**src/rtl/gpio_port_pkg.sv**
```systemverilog
`timescale 1ns/1ps
package gpio_port_pkg;
  typedef enum logic [1:0] {
    SEL_DIR  = 2'b00,
    SEL_PORT = 2'b01,
    SEL_LAT  = 2'b10,
    SEL_ANA  = 2'b11
  } reg_sel_e;
endpackage

```
**src/rtl/gpio_port_regs.sv**
```systemverilog
`timescale 1ns/1ps
module gpio_port_regs
  import gpio_port_pkg::*;
#(
  parameter int unsigned W = 16
) (
  input  logic         clk_i,
  input  logic         rst_ni,
  input  logic         we_i,
  input  reg_sel_e     sel_i,
  input  logic [W-1:0] wdata_i,
  output logic [W-1:0] dir_o,
  output logic [W-1:0] lat_o,
  output logic [W-1:0] ana_o
);
  localparam logic [W-1:0] ALL_ONES = {W{1'b1}};

  logic [W-1:0] dir_q, lat_q, ana_q;
  logic         lat_wr;

  // port and latch addresses share one data latch
  assign lat_wr = we_i && (sel_i == SEL_LAT || sel_i == SEL_PORT);

  always_ff @(posedge clk_i or negedge rst_ni) begin
    if (!rst_ni) begin
      dir_q <= ALL_ONES;
      lat_q <= '0;
      ana_q <= ALL_ONES;
    end else begin
      if (we_i && sel_i == SEL_DIR) dir_q <= wdata_i;
      if (lat_wr)                   lat_q <= wdata_i;
      if (we_i && sel_i == SEL_ANA) ana_q <= wdata_i;
    end
  end

  assign dir_o = dir_q;
  assign lat_o = lat_q;
  assign ana_o = ana_q;

  p_lat_write_r2: assert property (@(posedge clk_i) disable iff (!rst_ni)
    (we_i && (sel_i == SEL_LAT || sel_i == SEL_PORT)) |=> lat_q == $past(wdata_i));

  p_lat_hold_r2: assert property (@(posedge clk_i) disable iff (!rst_ni)
    !we_i |=> $stable(lat_q) && $stable(dir_q) && $stable(ana_q));

  p_dir_write_r3: assert property (@(posedge clk_i) disable iff (!rst_ni)
    (we_i && sel_i == SEL_DIR) |=> dir_q == $past(wdata_i));
endmodule

```
**src/rtl/gpio_pin_mux.sv**
```systemverilog
`timescale 1ns/1ps
module gpio_pin_mux #(
  parameter int unsigned W = 16
) (
  input  logic [W-1:0] dir_i,
  input  logic [W-1:0] lat_i,
  input  logic [W-1:0] per_en_i,
  input  logic [W-1:0] per_out_i,
  input  logic [W-1:0] per_oe_i,
  output logic [W-1:0] pad_out_o,
  output logic [W-1:0] pad_oe_o
);
  for (genvar i = 0; i < W; i++) begin : g_pin
    always_comb begin
      if (per_en_i[i]) begin
        pad_out_o[i] = per_out_i[i];
        pad_oe_o[i]  = per_oe_i[i];
      end else begin
        pad_out_o[i] = lat_i[i];
        pad_oe_o[i]  = ~dir_i[i];  // dir 1 = input
      end
    end
  end
endmodule

```
**src/rtl/gpio_in_sample.sv**
```systemverilog
`timescale 1ns/1ps
module gpio_in_sample #(
  parameter int unsigned W = 16
) (
  input  logic         clk_i,
  input  logic         rst_ni,
  input  logic [W-1:0] pad_i,
  output logic [W-1:0] smp_o
);
  logic [W-1:0] smp_q;

  always_ff @(posedge clk_i or negedge rst_ni) begin
    if (!rst_ni) smp_q <= '0;
    else         smp_q <= pad_i;
  end

  assign smp_o = smp_q;

  p_sample_lag_r7: assert property (@(posedge clk_i) disable iff (!rst_ni)
    $past(rst_ni) |-> smp_q == $past(pad_i));
endmodule

```
**src/rtl/shared_gpio_port.sv**
```systemverilog
`timescale 1ns/1ps
module shared_gpio_port
  import gpio_port_pkg::*;
#(
  parameter int unsigned W = 16
) (
  input  logic         clk_i,
  input  logic         rst_ni,
  input  logic [1:0]   sel_i,
  input  logic         we_i,
  input  logic [W-1:0] wdata_i,
  output logic [W-1:0] rdata_o,
  input  logic [W-1:0] pad_in_i,
  output logic [W-1:0] pad_out_o,
  output logic [W-1:0] pad_oe_o,
  input  logic [W-1:0] per_en_i,
  input  logic [W-1:0] per_out_i,
  input  logic [W-1:0] per_oe_i,
  output logic [W-1:0] per_in_o
);
  reg_sel_e     sel;
  logic [W-1:0] dir, lat, ana, smp;

  assign sel = reg_sel_e'(sel_i);

  gpio_port_regs #(.W(W)) i_regs (
    .clk_i   (clk_i),
    .rst_ni  (rst_ni),
    .we_i    (we_i),
    .sel_i   (sel),
    .wdata_i (wdata_i),
    .dir_o   (dir),
    .lat_o   (lat),
    .ana_o   (ana)
  );

  gpio_pin_mux #(.W(W)) i_mux (
    .dir_i     (dir),
    .lat_i     (lat),
    .per_en_i  (per_en_i),
    .per_out_i (per_out_i),
    .per_oe_i  (per_oe_i),
    .pad_out_o (pad_out_o),
    .pad_oe_o  (pad_oe_o)
  );

  gpio_in_sample #(.W(W)) i_smp (
    .clk_i  (clk_i),
    .rst_ni (rst_ni),
    .pad_i  (pad_in_i),
    .smp_o  (smp)
  );

  assign per_in_o = smp;  // unmasked

  always_comb begin
    unique case (sel)
      SEL_DIR:  rdata_o = dir;
      SEL_PORT: rdata_o = smp & ~ana;
      SEL_LAT:  rdata_o = lat;
      SEL_ANA:  rdata_o = ana;
      default:  rdata_o = '0;
    endcase
  end

  p_port_mask_r4: assert property (@(posedge clk_i) disable iff (!rst_ni)
    (sel == SEL_PORT) |-> (rdata_o & ana) == '0);

  p_input_undriven_r1: assert property (@(posedge clk_i) disable iff (!rst_ni)
    (pad_oe_o & dir & ~per_en_i) == '0);

  p_per_in_r6: assert property (@(posedge clk_i) disable iff (!rst_ni)
    (sel == SEL_PORT) |-> (per_in_o & ~ana) == rdata_o);
endmodule

```
**config.mk**
```make
export PLATFORM = sky130hd
export DESIGN_NAME = shared_gpio_port
export DESIGN_NICKNAME = d
export VERILOG_FILES = /design/src/rtl/gpio_port_pkg.sv /design/src/rtl/gpio_port_regs.sv /design/src/rtl/gpio_pin_mux.sv /design/src/rtl/gpio_in_sample.sv /design/src/rtl/shared_gpio_port.sv
export SDC_FILE = /design/constraint.sdc
export NUM_CORES = 1
export LEC_CHECK = 0
export ABC_AREA = 1
export ABC_CLOCK_PERIOD_IN_PS = 2260
export CAP_MARGIN = 25
export CORE_ASPECT_RATIO = 1.4
export CORE_UTILIZATION = 30
export CTS_CLUSTER_DIAMETER = 50
export CTS_CLUSTER_SIZE = 10
export DETAILED_ROUTE_END_ITERATION = 8
export PLACE_DENSITY = 0.7
export REMOVE_ABC_BUFFERS = 1
export SETUP_SLACK_MARGIN = 0.3
export SLEW_MARGIN = 10
export SYNTH_ARGS = -nofsm -noshare
export SYNTH_HDL_FRONTEND = slang
export SYNTH_SLANG_ARGS = --single-unit
```
**constraint.sdc**
```tcl
create_clock -name clk_i -period 2.26 [get_ports clk_i]
set_input_delay 0.452 -clock clk_i [delete_from_list [all_inputs] [get_ports clk_i]]
set_output_delay 0.452 -clock clk_i [all_outputs]
set_load 0.005 [all_outputs]
```
==> qor.txt <==
vias in the first global route -> 3154
Antenna Nets Post-Route -> 0
DRC -> 0
MaxCap Viol Count -> 0
synthesized-area fraction occupied by adder cells -> 1.87%
diode count -> 0
setup_tns -> 0 ps
Hold Path Class -> in -> async
CP endpoint kind -> output pin
Mapped Cells -> 397
largest net degree at the start of global routing -> 65
routed length per placed instance -> 13.5 um
leak pwr -> 2.55 nW
Area contributors post-synth -> dfstp_2, dfrtp_1, nand2_1
CTS Buf Count -> 9
CP top delay family -> buffers and inverters
fin. max-slew vios -> 0
dpl ws -> -456 ps
Worst-Skew Late Latency -> 320 ps
Period minus WS final -> 1930 ps
Seq/Total Area, Yosys -> 49.0%
initial antenna violation count -> 0
final hold violation count -> 0
DRT iter0 DRCs -> 188
post-synth top area share -> 25.1%
mux share of post-synthesis cell area -> 5.37%
DIE HEIGHT -> 127 um
ys async rst share -> 100%
power density over the cells -> 689 mW/mm^2
CTS Hold Buffers Added -> 0
DR vias -> 3241
worst path required time -> 1810 ps
crit-path max FO -> 6
post-DP HPWL -> 6.82 mm
yosys warns -> 0
Post-Syn Area -> 0.00335 sq mm
worst reg-to-reg path cell count -> 2
area leader, netlist -> dfstp_2
CTS root buf -> clkbuf_16
startpoint types -> input port
clk slew on worst S/H paths -> 50 ps
Setup crit start -> sel_i[1]
Critical path buffers and inverters -> 6
Final setup violation count -> 0
r2r setup slk -> 1490 ps
Post-synth EDFFs -> 0
WHS -> 135 ps
Post-Synth Simple-Gate Area -> 22.8%
core area -> 0.0109 sq mm
run status -> finished clean
chip width -> 91.4 um
capturing point of the worst reg2reg path -> i_regs.ana_o[11]
Final Skew -> 0 ps
Final Wtd Congestion -> 0.747
nets -> 656
Ports -> 149
CTS Buffer Depth -> 2
Avg Inst Size Synth -> 8.45 sq um
Synth Register Bits -> 64
TritonRoute pass-1 iters -> 4
CP max stage delay -> 160 ps
critical path, cell by cell -> buf_6 > inv_4 > ha_4 > inv_8 > buf_6 > buf_4 > nand3_1 > nor2_1 > nor2_1 > buf_2
critical path endpoint -> rdata_o[15]
peak supply drop -> 0.379 mV
Final Cycle Share -> 85.5%
Synth cell types -> 16
H-tree levels -> 3
number of clock sinks -> 64
critical path class -> in -> out
xor-xnor portion of the synthesized cell area -> 0%
synth cell count leaders -> nand2_1, nor2_1, inv_1, dfrtp_1, dfstp_2
overall routing resource usage -> 16.8%
layout cells sized above 1 -> 25.2%
leading cell type by number of instances after synthesis -> nand2_1
largest family of logic cells by synthesized area -> simple AND/OR/NAND/NOR gates
vias per std cell -> 4.55
slew margin rel. -> 74.8%
RSZ-0062 raised after global routing -> true
cell count along the critical path -> 10
Least-Margin Pin Slew -> 378 ps
Starting Density -> 30.9%
DRT Wirelength -> 9.63 mm
CTS tree -> yes
area grow syn2layout -> 62.0%
FP Rows -> 45
final core occ -> 50.0%
Worst Path Arrival -> 1480 ps
r2r startpoint -> i_regs.ana_o[11]
overall power -> 3.74 mW
die area -> 0.0116 sq mm
PnR worst setup slack -> 328 ps
Port Buf Inserts -> 148
Synth Flop Type -> dfstp_2
first-pass GRT wire length -> 15.2 mm
Synth Area in Compound Gates -> 12.6%
Peak Freq -> 518 MHz
crit path max-delay cell type -> ha_4
gr ovfl total -> 0
-- power by group --
| group | switching, mW | internal, mW | leakage (nW) |
|---|---|---|---|
| Sequential | 0.127 | 1.37 | 0.719 |
| Clock | 0.471 | 0.910 | 0.150 |
| Combinational | 0.378 | 0.482 | 1.68 |
-- cells by family after synthesis --
kind of cell	count (synthesis)
buf+inv	53
fa+ha+maj	5
flops	64
compound gates	64
simple gates	195
mux	16
-- registers in the layout, summed over array words and instances, names as in the netlist --
register      count
i_regs.ana_o     16
i_regs.dir_o     16
i_regs.lat_o     16
i_smp.smp_o      16
-- worst min path at each step --
stage / endpoint / slack [ps] / cells past startpoint
5_1_grt: i_smp.smp_o[7] / 160 / 2
6_report: i_regs.lat_o[7] / 140 / 2
2_1_floorplan: i_regs.lat_o[0] / 160 / 0
4_1_cts: i_smp.smp_o[7] / 150 / 2
3_5_place_dp: i_regs.dir_o[12] / 470 / 2
3_3_place_gp: i_regs.dir_o[6] / 470 / 2
-- layer usage --
| metal | part of all wire [%] | GRT usage [%] | wire (um) |
|---|---|---|---|
| met3 | 5.9 | 3.75 | 569 |
| met2 | 53 | 29.5 | 5090 |
| met5 | 0 | 0 | 0 |
| met4 | 1.7 | 7.47 | 162 |
| met1 | 39 | 19.6 | 3800 |
-- final cells by class --
type	instances	area, sq um
clock inverters	3	40.0
inverters	36	153
well taps	141	176
multi-input cells	280	1480
flip-flops and latches	64	1640
fillers	1039	5440
clock buffers	13	260
repair buffers	175	1680
-- placed cells by master (no fill, tap or decap), types with 4 or more instances in the layout --
cell type and n:
buf_12 5, buf_2 8, buf_4 16, buf_6 4
clkbuf_16 9, clkbuf_2 7, clkdlybuf4s50_1 81, dfrtp_1 32
dfstp_2 32, dlygate4sd2_1 48, ha_4 4, inv_1 32
mux2_2 16, nand2_1 112, nand3_1 16, nor2_1 64
o21ai_0 24, o21ai_1 13, o21ai_2 27
-- repair_timing --
item	in CTS	in global routing
setup buffers	5	3
endpoints found under the setup margin	48	15
resized for setup	125	18
hold endpoints to repair	0	0
pin swaps	9	12
cloned	3	0
-- through the flow --
| stage | cells | cell area [sq um] |
|---|---|---|
| floorplan | 380 | 3210 |
| global placement | 685 | 5030 |
| detailed placement | 685 | 5030 |
| CTS | 709 | 5460 |
| global route | 712 | 5430 |
| finish | 712 | 5430 |
Power figures use the tool's default switching activity.
